File: src/rtl/mdio_mgmt_master.sv
module mdio_mgmt_master #(
  parameter int HPW      = 8,
  parameter int PREAMBLE = 32,
  parameter int RECOVERY = 32
) (
  input  logic           clk,
  input  logic           rst_n,
  input  logic [HPW-1:0] half_period,
  input  logic           req,
  input  logic           is_read,
  input  logic [4:0]     phy_addr,
  input  logic [4:0]     reg_addr,
  input  logic [15:0]    wdata,
  output logic           busy,
  output logic           done,
  output logic [15:0]    rdata,
  output logic           err,
  output logic           mdc,
  output logic           mdio_o,
  output logic           mdio_oe,
  input  logic           mdio_i
);

  localparam int TA      = PREAMBLE + 14;
  localparam int SLOT_W  = $clog2(TA + RECOVERY + 1);
  localparam logic [SLOT_W-1:0] S_PRE   = SLOT_W'(PREAMBLE);
  localparam logic [SLOT_W-1:0] S_TA    = SLOT_W'(TA);
  localparam logic [SLOT_W-1:0] S_RDLST = SLOT_W'(TA + 16);
  localparam logic [SLOT_W-1:0] S_WEND  = SLOT_W'(TA + 18);
  localparam logic [SLOT_W-1:0] S_REND  = SLOT_W'(TA + RECOVERY);

  logic              run, hi, rd, nophy;
  logic [SLOT_W-1:0] slot, rel, last;
  logic [HPW-1:0]    cnt, hp;
  logic [4:0]        pa, ra;
  logic [15:0]       wd, shreg;
  logic [31:0]       hdr;
  logic              bit_val;

  assign hdr     = {2'b01, rd, ~rd, pa, ra, 2'b10, wd};
  assign rel     = slot - S_PRE;
  assign bit_val = (slot < S_PRE) ? 1'b1 : hdr[5'd31 - rel[4:0]];
  assign last    = nophy ? S_REND : S_WEND;

  assign busy    = run;
  assign mdc     = run & hi;
  assign mdio_oe = run & ((slot < S_TA) | (~rd & (slot < S_WEND)));
  assign mdio_o  = mdio_oe & bit_val;

  always_ff @(posedge clk) begin
    if (!rst_n) begin
      run   <= 1'b0;
      hi    <= 1'b0;
      rd    <= 1'b0;
      nophy <= 1'b0;
      slot  <= '0;
      cnt   <= '0;
      hp    <= HPW'(1);
      pa    <= '0;
      ra    <= '0;
      wd    <= '0;
      shreg <= '0;
      rdata <= '0;
      err   <= 1'b0;
      done  <= 1'b0;
    end else begin
      done <= 1'b0;
      if (!run) begin
        if (req) begin
          run   <= 1'b1;
          hi    <= 1'b0;
          slot  <= '0;
          cnt   <= '0;
          hp    <= (half_period == '0) ? HPW'(1) : half_period;
          rd    <= is_read;
          pa    <= phy_addr;
          ra    <= reg_addr;
          wd    <= wdata;
          nophy <= 1'b0;
        end
      end else if (cnt == hp - HPW'(1)) begin
        cnt <= '0;
        if (!hi) begin
          hi <= 1'b1;
        end else begin
          hi <= 1'b0;
          if (rd && slot == S_TA)
            nophy <= mdio_i;
          if (rd && !nophy && slot > S_TA && slot <= S_RDLST)
            shreg <= {shreg[14:0], mdio_i};
          if (slot == last) begin
            run   <= 1'b0;
            done  <= 1'b1;
            rdata <= !rd ? 16'h0000 : (nophy ? 16'hFFFF : shreg);
            err   <= rd & nophy;
          end else begin
            slot <= slot + SLOT_W'(1);
          end
        end
      end else begin
        cnt <= cnt + HPW'(1);
      end
    end
  end

endmodule

File: config.mk
export PLATFORM = sky130hd
export DESIGN_NAME = mdio_mgmt_master
export DESIGN_NICKNAME = d
export VERILOG_FILES = /design/src/rtl/mdio_mgmt_master.sv
export SDC_FILE = /design/constraint.sdc
export NUM_CORES = 1
export LEC_CHECK = 0
export BUFFER_PORTS_ARGS = -buffer_cell sky130_fd_sc_hd__buf_2
export CORE_UTILIZATION = 25
export CTS_CLUSTER_DIAMETER = 200
export DETAILED_ROUTE_END_ITERATION = 16
export PLACE_DENSITY = 0.42
export SLEW_MARGIN = 20
export SYNTH_ARGS = -nofsm -noshare
export SYNTH_HDL_FRONTEND = slang
export SYNTH_SLANG_ARGS = --single-unit
File: constraint.sdc
create_clock -name clk -period 2.2 [get_ports clk]
set_clock_uncertainty 0.1 [all_clocks]
set_input_delay 0.11 -clock clk [delete_from_list [all_inputs] [get_ports clk]]
set_output_delay 0.11 -clock clk [all_outputs]
set_load 0.03 [all_outputs]
-- After elaboration in Yosys (flattened, before gate mapping)
Index checks and enable logic that the tools add are counted.
W data, S select, Z words.
- bits in registers: 87
- latch bits: 0
- bits in writable memories: 0
- ROM bits: 0
- word-level logic and storage cells: 83
- memories kept: 0
- $add $sub $neg: 5
- $mul: 0
- divide/modulo/power cells: 0
- magnitude comparators: 6
- eq/ne operators: 7
- shifts and indexed selects: 0
- multiplexer cells: 29
- bitwise gates (word level): 8
- reduce and logical (&&, ||, !) cells: 14
- operators by type and width (operator ; number):
    $mux W7 ; 5
    $mux W16 ; 2
    $mux W8 ; 4
    $reduce_and A4 Y1 ; 5
    $mux W1 ; 16
    $lt A7 B6 Y1 const B ; 2
    $add A8 B1 Y8 const B ; 1
    $eq A8 B8 Y1 ; 1
    $logic_not A8 Y1 ; 1
    $sub A8 B1 Y8 const B ; 1
    $add A7 B1 Y7 const B ; 1
    $eq A7 B6 Y1 const B ; 1
    $eq A7 B7 Y1 ; 1
    $gt A7 B6 Y1 const B ; 1
    $le A7 B6 Y1 const B ; 1
    $lt A7 B7 Y1 const B ; 1
    $lt A5 B6 Y1 const B ; 1
    $ne A2 B1 Y1 const B ; 3
    $and A1 B1 Y1 ; 5
    $bmux W1 S5 ; 1
    $sub A5 B1 Y5 const B ; 1
    $sub A5 B5 Y5 const A ; 1
    $logic_and A1 B1 Y1 ; 4
    $mux W4 ; 1
    other kinds (6) ; 8

-- Logic depth before layout (Yosys ltp)
Gate-level depths: netlist of the first run.
- depth after elaboration: 6
- depth in mapped cells: 12
- depth with buffers taken out: 9

-- Worst setup path before layout of the first run
OpenSTA, ideal clock, no wires.
- kind: reg2out
- from: reg run, in the netlist busy
- to: out mdio_o
- arrival: 2407 ps
- required time: 1990 ps
- path slack: -417 ps
- cell stages (with the launch flop): 4
- buffers on the path: 1
- cell sequence: dfxtp_1 -> clkbuf_1 -> nor3b_1 -> nor3b_1
- word-level cells in the longest chain between the ends: 2
- RTL lines (element ; line ; text):
    start: declaration ; 32 ; logic run, hi, rd, nophy;
    start signal: assignment ; 52 ; run <= 1'b0;
    start signal: assignment ; 70 ; run <= 1'b1;
    start signal: assignment ; 92 ; run <= 1'b0;
    $and A1 B1 Y1 ; 47 ; assign mdio_oe = run & ((slot < S_TA) | (~rd & (slot < S_WEND)));
    net mdio_oe ; 20 ; output logic mdio_oe,
    $and A1 B1 Y1 ; 48 ; assign mdio_o = mdio_oe & bit_val;
    end: declaration ; 19 ; output logic mdio_o,
The timed path passes the listed nets, and every way through them passes these cells.

-- Worst setup path in the final report of the first run
- from: reg slot[0]
- to: out mdio_o
- word-level cells in the longest chain between the ends: 6
- RTL lines (element ; line ; text):
    start: declaration ; 33 ; logic [SLOT_W-1:0] slot, rel, last;
    start signal: assignment ; 97 ; slot <= slot + SLOT_W'(1);
    $sub A5 B1 Y5 ; 41 ; assign rel = slot - S_PRE;
    $sub A5 B5 Y5 ; 42 ; assign bit_val = (slot < S_PRE) ? 1'b1 : hdr[5'd31 - rel[4:0]];
    $bmux W1 S5 ; 42 ;
    $mux W1 (not written as such) ; 42 ;
    $mux W1 ; 42 ;
    $and A1 B1 Y1 * ; 48 ;
Every way passes the cells marked *; elsewhere a longest branch is shown, timed or not. The select of a mux whose other input is x is not followed.

==> results of run 1 <==
[power breakdown]
part / internal [mW] / switching [mW] / leakage (nW)
clock network: 0.790 / 0.704 / 0.139
logic: 0.223 / 0.218 / 1.19
registers: 1.63 / 0.0410 / 0.708
[final cells by class]
type | instances | area, um2 | area share [%]
Clock buffer | 9 | 225 | 4.22
Timing Repair Buffer | 131 | 997 | 18.7
Tap cell | 188 | 235 | 4.41
Inverter | 6 | 22.5 | 0.422
Sequential cell | 87 | 1750 | 32.8
Multi-Input combinational cell | 297 | 2040 | 38.3
Clock inverter | 7 | 62.6 | 1.17
[state kept, by name (all words and copies together) (netlist names)]
register  cells
rd            1
hp            8
wd           16
shreg        16
busy          1
rdata        16
pa            5
done          1
nophy         1
cnt           8
err           1
hi            1
slot          7
ra            5
[per-stage QoR]
step	cell area [um2]	worst slack [ns]
detailed placement	4480	-0.0475
floorplan	3880	0.0244
CTS	5150	-0.236
finish	5330	-0.191
global route	5330	-0.297
global placement	4480	-0.0601
[critical path: cells and delay by family, from the launching register on]
kind          cells  cell delay, ns
buf+inv           1            0.17
flops             1            0.39
mux               2            1.00
simple gates      2            0.26
[what timing repair did]
action,4_1_cts,5_1_grt
hold buffers,36,0
buffers inserted,0,6
gates resized for setup,8,20
pin swaps,0,10
gates cloned,0,2
hold endpoints to repair,37,0
endpoints found under the setup margin,5,48
[cell families (layout without fill, tap and decap cells)]
group                      Yosys count  count (layout)  synth area share (%)
adders and majority gates            3               3                 0.971
DFF                                 87              87                  45.0
xor gates and xnor gates            17              17                  3.85
and+or+nand+nor                    151             151                  20.6
buffers and inverters               42             153                  4.76
AOI/OAI and AO/OA                  118             118                  20.8
muxes                                8               8                  4.01
[cells in the mapped netlist, drive strengths merged, types with 4 or more instances]
master	number	area [um2]
o211ai	16	120
nand4	6	43.8
mux4	6	135
xnor2	8	70.1
dfxtp	87	1740
nor2b	4	25.0
a21oi	8	40.0
nor2	16	60.1
nor4	7	58.8
nor3	8	40.0
clkbuf	20	76.3
and3	6	37.5
o21ai	41	205
inv	6	22.5
xor2	9	78.8
buf	16	85.1
nand2	42	168
nor3b	7	52.6
a22o	33	289
nand3	43	220
[worst max path at each step]
stage	cells after the start	start	slack, ns	to
after floorplan	5	slot[0]$_SDFFE_PN0P_	0.02	mdio_o
after global placement	7	slot[0]$_SDFFE_PN0P_	-0.06	mdio_o
after detailed placement	9	hp[0]$_SDFFE_PN1P_	-0.05	slot[2]$_SDFFE_PN0P_
after CTS	5	slot[0]$_SDFFE_PN0P_	-0.24	mdio_o
after global routing	5	slot[0]$_SDFFE_PN0P_	-0.30	mdio_o
final	5	slot[0]$_SDFFE_PN0P_	-0.19	mdio_o
[layout by cell type, fill, tap and decap left out, drive strengths merged, types with 4 or more instances in the layout]
master       Yosys  final
inv              6     10
a21oi            8      8
dlygate4sd3      0     36
xnor2            8      8
nor4             7      7
nand3           43     43
and3             6      6
o211ai          16     16
buf             16     93
nor2b            4      4
nor3b            7      7
nand2           42     42
a22o            33     33
dfxtp           87     87
clkbuf          20     11
nor2            16     16
mux4             6      6
xor2             9      9
nor3             8      8
o21ai           41     41
nand4            6      6
[per-layer routing]
metal / vias up / global-route usage [%] / wire length (um)
met1: 1606 / 16.8 / 5070
met4: 0 / 5.95 / 167
met2: 67 / 20.3 / 4670
met5: - / 0 / 0
li1: 1794 / - / -
met3: 12 / 3.46 / 348
==> impl_metrics.py, run 1 <==
metrics = {
    "setup_path": {
        "worstPathMaxFanout": 4,
        "r2r-start": "hp[0]$_SDFFE_PN1P_",
        "endpoint_kind": "output pin",
        "reg2reg_to": "slot[2]$_SDFFE_PN0P_",
        "crit_chain": "mux4_2 > mux4_2 > nor3b_2 > nor3b_2 > buf_4",
        "reg2reg_setup_slack_ns": 0.12,
        "critPathArrivalTime_ns": 2.18,
        "slowest_stage": "mux4_2",
        "r2r_cells": 9,
        "critPathKind": "flip-flop to output pin",
        "start_kind": "flip-flop",
        "slowest_delay_ns": 0.50,
        "crit_required_ns": 1.99,
    },
    "yosys": {
        "synth_edf_count": 0,
        "synth.net_count": 468,
        "ys_types": 51,
        "syn_area_mm2": 0.00387,
        "ys_seq_elements": 87,
        "synth_ff_type": "dfxtp_1",
        "syn_inst": 426,
        "yosys_warnings": 0,
        "synth_async_sr_flop_share_pct": 0,
        "ys_seq_area_share_pct": 45.0,
        "syn_area_per_cell_um2": 9.08,
    },
    "cts": {
        "clk_latency_ns": 0.35,
        "cts_tree": "done",
        "cts_buffer_depth": 2,
        "numCtsBuffers": 9,
        "cts_max_level": 3,
        "clock_sinks": 87,
        "cts.clk_slew.worst_paths_ns": 0.07,
        "cts-root-buf": "clkbuf_16",
    },
    "finish": {
        "drive_gt1_share_pct": 27.2,
        "fin_cells": 725,
        "antennaDiodeCount": 0,
        "synthToLayoutAreaGrowth_pct": 38.0,
        "design.final.nets": 574,
        "fillers": 1517,
        "post-route-util_pct": 35.2,
    },
    "global_route": {
        "grt_pass1_wl_um": 16300,
        "grt_pass1_vias": 3225,
        "overflow": 0,
        "antenna_found_initial": 0,
        "grt_max_degree": 67,
        "grtUsageTotal_pct": 13.0,
    },
    "power": {
        "irDropWorstVdd_v": 0.000342,
        "totalPowerFinal_mw": 3.60,
        "p_per_area_mw_per_mm2": 675,
        "p_leak_nw": 2.03,
    },
    "timing": {
        "rsz0062_at_grt": "yes",
        "slew_viol_final": 0,
        "post-route-min-period_ns": 2.39,
        "hold_viol": 0,
        "setup_ws_ns": -0.191,
        "setup_viol": 1,
        "min_period_over_period_pct": 109,
        "worstMarginPinSlew_ns": 0.616,
        "setup_tns_ns": -0.191,
        "fin_hold_ws_ns": 0.0141,
        "clock.fmax_mhz": 418,
        "max_slew_margin_pct": 59.0,
    },
    "worst_hold_path": {
        "hp-start": "req",
        "hold_path_class": "input pin to flip-flop",
        "min_to": "cnt[0]$_SDFFE_PN0P_",
        "whs_path_depth": 4,
    },
    "drt": {
        "drt_iter0_drc": 197,
        "avgRoutedWirePerCell_um": 14.1,
        "routed_via_density": 4.80,
        "drtPass1Iterations": 4,
        "antenna_left": 0,
        "drcViolationCount": 0,
        "vias": 3479,
        "wl_um": 10300,
    },
    "placement": {
        "hpwl_um": 6710,
        "dp.cells": 665,
        "gp_congestion": 0.797,
        "port_buffers": 60,
    },
    "run_status": {
        "failed_checks": "negative setup slack",
        "status": "finished, violations left",
    },
    "flow_run": {
        "drv_cap": 0,
    },
    "die": {
        "die_h_um": 126,
        "start_util_pct": 25.5,
        "dieWidth_um": 126,
        "row_count": 45,
        "ios": 61,
        "die_area_mm2": 0.0160,
        "core_area_mm2": 0.0151,
    },
}
Power figures use the tool's default switching activity.
==> inputs of run 2 (changes only) <==
--- a/config.mk
+++ b/config.mk
@@ -5,10 +5,12 @@
 export SDC_FILE = /design/constraint.sdc
 export NUM_CORES = 1
 export LEC_CHECK = 0
+export ABC_CLOCK_PERIOD_IN_PS = 2200
 export BUFFER_PORTS_ARGS = -buffer_cell sky130_fd_sc_hd__buf_2
 export CORE_UTILIZATION = 25
 export CTS_CLUSTER_DIAMETER = 200
 export DETAILED_ROUTE_END_ITERATION = 16
+export MAX_ROUTING_LAYER = met4
 export PLACE_DENSITY = 0.42
 export SLEW_MARGIN = 20
 export SYNTH_ARGS = -nofsm -noshare
==> impl_metrics.py, run 2 (synthesized netlist as in run 1, its figures left out) <==
metrics = {
    "run_status": {
        "status": "finished, violations left",
        "failed_checks": "negative setup slack",
    },
    "die": {
        "ios": 61,
        "die_area_mm2": 0.0160,
        "dieWidth_um": 126,
        "start_util_pct": 25.5,
        "core_area_mm2": 0.0151,
        "die_h_um": 126,
        "row_count": 45,
    },
    "finish": {
        "final_cell_mix": "dfxtp_1 (82), buf_2 (59), nand3_1 (42)",
        "post-route-util_pct": 35.2,
        "layout_commonest_cell": "dfxtp_1",
        "drive_gt1_share_pct": 27.2,
        "antennaDiodeCount": 0,
        "design.final.nets": 574,
        "fillers": 1517,
        "synthToLayoutAreaGrowth_pct": 38.0,
        "finalInstanceArea_mm2": 0.00533,
        "reg_top3": "rdata: 16 flops, shreg: 16 flops, wd: 16 flops",
    },
    "setup_path": {
        "crit_end": "mdio_o",
        "reg2reg_to": "slot[2]$_SDFFE_PN0P_",
        "critPathArrivalTime_ns": 2.18,
        "critPathKind": "flip-flop to output pin",
        "reg2reg_setup_slack_ns": 0.11,
        "start_kind": "flip-flop",
        "endpoint_kind": "output pin",
        "worstPathMaxFanout": 4,
        "r2r-start": "hp[0]$_SDFFE_PN1P_",
        "r2r_cells": 9,
        "crit_required_ns": 1.99,
        "startpoint": "slot[0]$_SDFFE_PN0P_",
    },
    "global_route": {
        "use_met1_pct": 17.1,
        "antenna_found_initial": 0,
        "grt_max_degree": 67,
        "grt_pass1_wl_um": 16200,
        "grtUsageTotal_pct": 13.4,
        "overflow": 0,
        "use_met2_pct": 20.1,
        "grt.met3_usage_pct": 3.37,
        "busiest_layer": "met2",
        "grt_pass1_vias": 3217,
    },
    "timing": {
        "setup_ws_ns": -0.193,
        "hold_viol": 0,
        "slew_viol_final": 0,
        "min_period_over_period_pct": 109,
        "post-route-min-period_ns": 2.39,
        "rsz0062_at_grt": "yes",
        "max_slew_margin_pct": 59.7,
        "worstMarginPinSlew_ns": 0.604,
        "clock.fmax_mhz": 418,
        "setup_viol": 1,
    },
    "cts": {
        "clock_sinks": 87,
        "numCtsBuffers": 9,
        "cts_max_level": 3,
        "cts.clk_slew.worst_paths_ns": 0.07,
        "cts_buffer_depth": 2,
        "cts_tree": "done",
        "clk_latency_ns": 0.35,
        "cts-root-buf": "clkbuf_16",
    },
    "drt": {
        "antenna_left": 0,
        "drcViolationCount": 0,
        "drtPass1Iterations": 4,
        "wl_um": 10200,
        "vias": 3475,
        "drt_iter0_drc": 214,
        "routed_via_density": 4.79,
        "avgRoutedWirePerCell_um": 14.1,
    },
    "power": {
        "p_per_area_mw_per_mm2": 675,
        "p_leak_nw": 2.03,
        "irDropWorstVdd_v": 0.000345,
    },
    "placement": {
        "gp_congestion": 0.809,
        "dp_slack_ns": -0.0475,
        "port_buffers": 60,
        "hpwl_um": 6710,
        "post_dp_cell_area_mm2": 0.00448,
    },
    "worst_hold_path": {
        "hold_path_class": "input pin to flip-flop",
    },
    "flow_run": {
        "drv_cap": 0,
    },
}
run 2: cell counts in the layout (fill, tap and decap cells not counted):
No cell type changed its count.
run 2: worst min path at each step:
stage	endpoint	slack [ns]	from	cells after the start
after floorplan	hp[1]$_SDFFE_PN0P_	0.12	half_period[1]	2
after global placement	wd[5]$_SDFFE_PN0P_	0.22	wdata[5]	2
after detailed placement	wd[8]$_SDFFE_PN0P_	0.22	wdata[8]	2
after CTS	cnt[0]$_SDFFE_PN0P_	0.008	req	4
after global routing	cnt[0]$_SDFFE_PN0P_	0.04	req	4
final	cnt[0]$_SDFFE_PN0P_	0.02	req	4
run 2: routing by layer:
layer,up-vias,wire length [um],part of all wire [%]
li1,1794,-,-
met1,1601,5010,49
met2,70,4700,46
met3,10,373,3.6
met4,0,150,1.5
met5,-,0,0
run 2: critical path: stages (launching register included):
cell,delay (ns)
dfxtp_4,0.39
mux4_2,0.50
mux4_2,0.50
nor3b_2,0.19
nor3b_2,0.07
buf_4,0.17
run 2: power breakdown:
group          internal (mW)  switching, mW
clock network          0.790          0.704
registers               1.63         0.0409
logic                  0.223          0.217
total                   2.64          0.961
run 2: through the flow:
| step | power (mW) | cells | hold slack (ns) | TNS (ns) |
|---|---|---|---|---|
| after floorplan | 1.91 | 426 | 0.119 | 0 |
| after global placement | 2.05 | 665 | 0.219 | -0.120 |
| after detailed placement | 2.05 | 665 | 0.221 | -0.141 |
| after CTS | 3.61 | 717 | 0.00821 | -0.236 |
| after global routing | 3.77 | 725 | 0.0448 | -0.336 |
| final | 3.60 | 725 | 0.0175 | -0.193 |
run 2: area by class of cell:
| class | instances | area [um2] | share of cell area (%) |
|---|---|---|---|
| Multi-Input combinational cell | 297 | 2040 | 38.3 |
| Sequential cell | 87 | 1750 | 32.8 |
| Timing Repair Buffer | 131 | 997 | 18.7 |
| Tap cell | 188 | 235 | 4.41 |
| Clock buffer | 9 | 225 | 4.22 |
| Clock inverter | 7 | 62.6 | 1.17 |
| Inverter | 6 | 22.5 | 0.422 |
run 2: what timing repair did:
| item | in CTS | in global routing |
|---|---|---|
| hold buffers | 36 | 0 |
| buffers inserted | 0 | 6 |
| cloned | 0 | 2 |
| pin swaps | 0 | 10 |
| endpoints found under the setup margin | 5 | 48 |
| gates resized for setup | 8 | 20 |
| endpoints found under the hold margin | 37 | 0 |
==> inputs of run 3 (changes only) <==
--- a/config.mk
+++ b/config.mk
@@ -12,6 +12,8 @@
 export DETAILED_ROUTE_END_ITERATION = 16
 export MAX_ROUTING_LAYER = met4
 export PLACE_DENSITY = 0.42
+export REMOVE_ABC_BUFFERS = 1
+export SETUP_SLACK_MARGIN = 0.5
 export SLEW_MARGIN = 20
 export SYNTH_ARGS = -nofsm -noshare
 export SYNTH_HDL_FRONTEND = slang
==> impl_metrics.py, run 3 (synthesized netlist as in run 1, its figures left out) <==
metrics = {
    "run_status": {
        "status": "finished, violations left",
        "failed_checks": "negative setup slack",
    },
    "drt": {
        "avgRoutedWirePerCell_um": 15.3,
        "drtPass1Iterations": 4,
        "wl_um": 11300,
        "drt_iter0_drc": 175,
        "vias": 3613,
        "drcViolationCount": 0,
        "antenna_left": 0,
        "routed_via_density": 4.90,
    },
    "global_route": {
        "grt_pass1_wl_um": 18000,
        "grt_max_degree": 67,
        "antenna_found_initial": 0,
        "grtUsageTotal_pct": 14.9,
        "grt_pass1_vias": 3572,
        "overflow": 0,
    },
    "finish": {
        "post-route-util_pct": 40.5,
        "antennaDiodeCount": 0,
        "final_cell_mix": "dfxtp_1 (80), buf_2 (58), nand2_1 (39)",
        "finalInstanceArea_mm2": 0.00614,
        "drive_gt1_share_pct": 40.0,
        "reg_top3": "rdata: 16 flops, shreg: 16 flops, wd: 16 flops",
        "synthToLayoutAreaGrowth_pct": 58.7,
        "design.final.nets": 588,
        "layout_commonest_cell": "dfxtp_1",
    },
    "setup_path": {
        "critPathKind": "flip-flop to output pin",
        "r2r_cells": 12,
        "critPathArrivalTime_ns": 2.18,
        "endpoint_kind": "output pin",
        "worstPathMaxFanout": 5,
        "reg2reg_setup_slack_ns": 0.08,
        "r2r-start": "hp[0]$_SDFFE_PN1P_",
        "reg2reg_to": "slot[4]$_SDFFE_PN0P_",
        "start_kind": "flip-flop",
        "crit_required_ns": 1.99,
    },
    "timing": {
        "rsz0062_at_grt": "yes",
        "min_period_over_period_pct": 109,
        "hold_viol": 0,
        "setup_ws_ns": -0.187,
        "clock.fmax_mhz": 419,
        "worstMarginPinSlew_ns": 0.832,
        "slew_viol_final": 0,
        "setup_viol": 1,
        "max_slew_margin_pct": 44.6,
        "post-route-min-period_ns": 2.39,
    },
    "die": {
        "die_area_mm2": 0.0160,
        "start_util_pct": 25.5,
        "row_count": 45,
        "core_area_mm2": 0.0151,
        "die_h_um": 126,
        "ios": 61,
        "dieWidth_um": 126,
    },
    "power": {
        "p_leak_nw": 2.26,
        "totalPowerFinal_mw": 3.89,
        "irDropWorstVdd_v": 0.000365,
        "p_per_area_mw_per_mm2": 634,
    },
    "cts": {
        "cts_buffer_depth": 2,
        "cts-root-buf": "clkbuf_16",
        "cts_tree": "done",
        "clock_sinks": 87,
        "numCtsBuffers": 9,
        "cts.clk_slew.worst_paths_ns": 0.06,
        "clk_latency_ns": 0.35,
        "cts_max_level": 3,
    },
    "placement": {
        "port_buffers": 60,
        "hpwl_um": 6860,
        "post_dp_cell_area_mm2": 0.00451,
        "gp_congestion": 0.762,
    },
    "worst_hold_path": {
        "whs_path_depth": 4,
        "min_to": "cnt[0]$_SDFFE_PN0P_",
        "hp-start": "req",
        "hold_path_class": "input pin to flip-flop",
    },
    "flow_run": {
        "drv_cap": 0,
    },
}
-- run 3: cell type report --
cell class                      instances  area (um2)
Clock buffer                           10         239
Clock inverter                          5        81.3
Fill cell                            1470        9010
Inverter                                6        22.5
Multi-Input combinational cell        297        2500
Sequential cell                        87        1760
Tap cell                              188         235
Timing Repair Buffer                  145        1300
-- run 3: worst max-delay path by stage --
stage	from	to	slack [ns]	cells past startpoint
after floorplan	slot[1]$_SDFFE_PN0P_	mdio_o	-0.39	5
after global placement	hp[0]$_SDFFE_PN1P_	done$_SDFF_PN0_	-0.18	9
after detailed placement	hp[0]$_SDFFE_PN1P_	done$_SDFF_PN0_	-0.18	9
after CTS	slot[0]$_SDFFE_PN0P_	mdio_o	-0.24	5
after global routing	slot[0]$_SDFFE_PN0P_	mdio_o	-0.29	5
final	slot[0]$_SDFFE_PN0P_	mdio_o	-0.19	5
-- run 3: repair_timing --
action	CTS	global route
endpoints found under the setup margin	57	77
gates cloned	5	2
hold buffers	36	0
setup buffers	10	2
endpoints found under the hold margin	37	0
gates resized for setup	97	31
pin swaps	72	25
-- run 3: per-layer routing --
metal | wire length (um) | vias to the layer above | part of all wire, % | GRT usage (%)
met2 | 5400 | 78 | 48 | 23.4
met4 | 252 | 0 | 2.2 | 6.95
met5 | 0 | - | 0 | -
met1 | 5250 | 1708 | 47 | 18.6
li1 | - | 1808 | - | -
met3 | 362 | 19 | 3.2 | 2.74
-- run 3: report_power, final --
part | internal (mW) | total, mW | switching [mW]
combinational | 0.280 | 0.552 | 0.273
clock | 1.02 | 1.67 | 0.645
sequential | 1.63 | 1.67 | 0.0452
-- run 3: critical path: stages (launching register included) --
cell and delay (ns):
dfxtp_4 0.39, mux4_2 0.51, mux4_2 0.49, nor3b_2 0.17
nor3b_1 0.09, buf_4 0.18
-- run 3: per-stage QoR --
stage | setup TNS (ns) | std cells | setup slack (ns) | hold WS [ns]
2_1_floorplan | -7.68 | 390 | -0.390 | 0.119
3_3_place_gp | -0.313 | 668 | -0.181 | 0.220
3_5_place_dp | -0.716 | 668 | -0.176 | 0.221
4_1_cts | -0.236 | 734 | -0.236 | 0.0253
5_1_grt | -0.290 | 738 | -0.290 | 0.0616
6_report | -0.187 | 738 | -0.187 | 0.0636
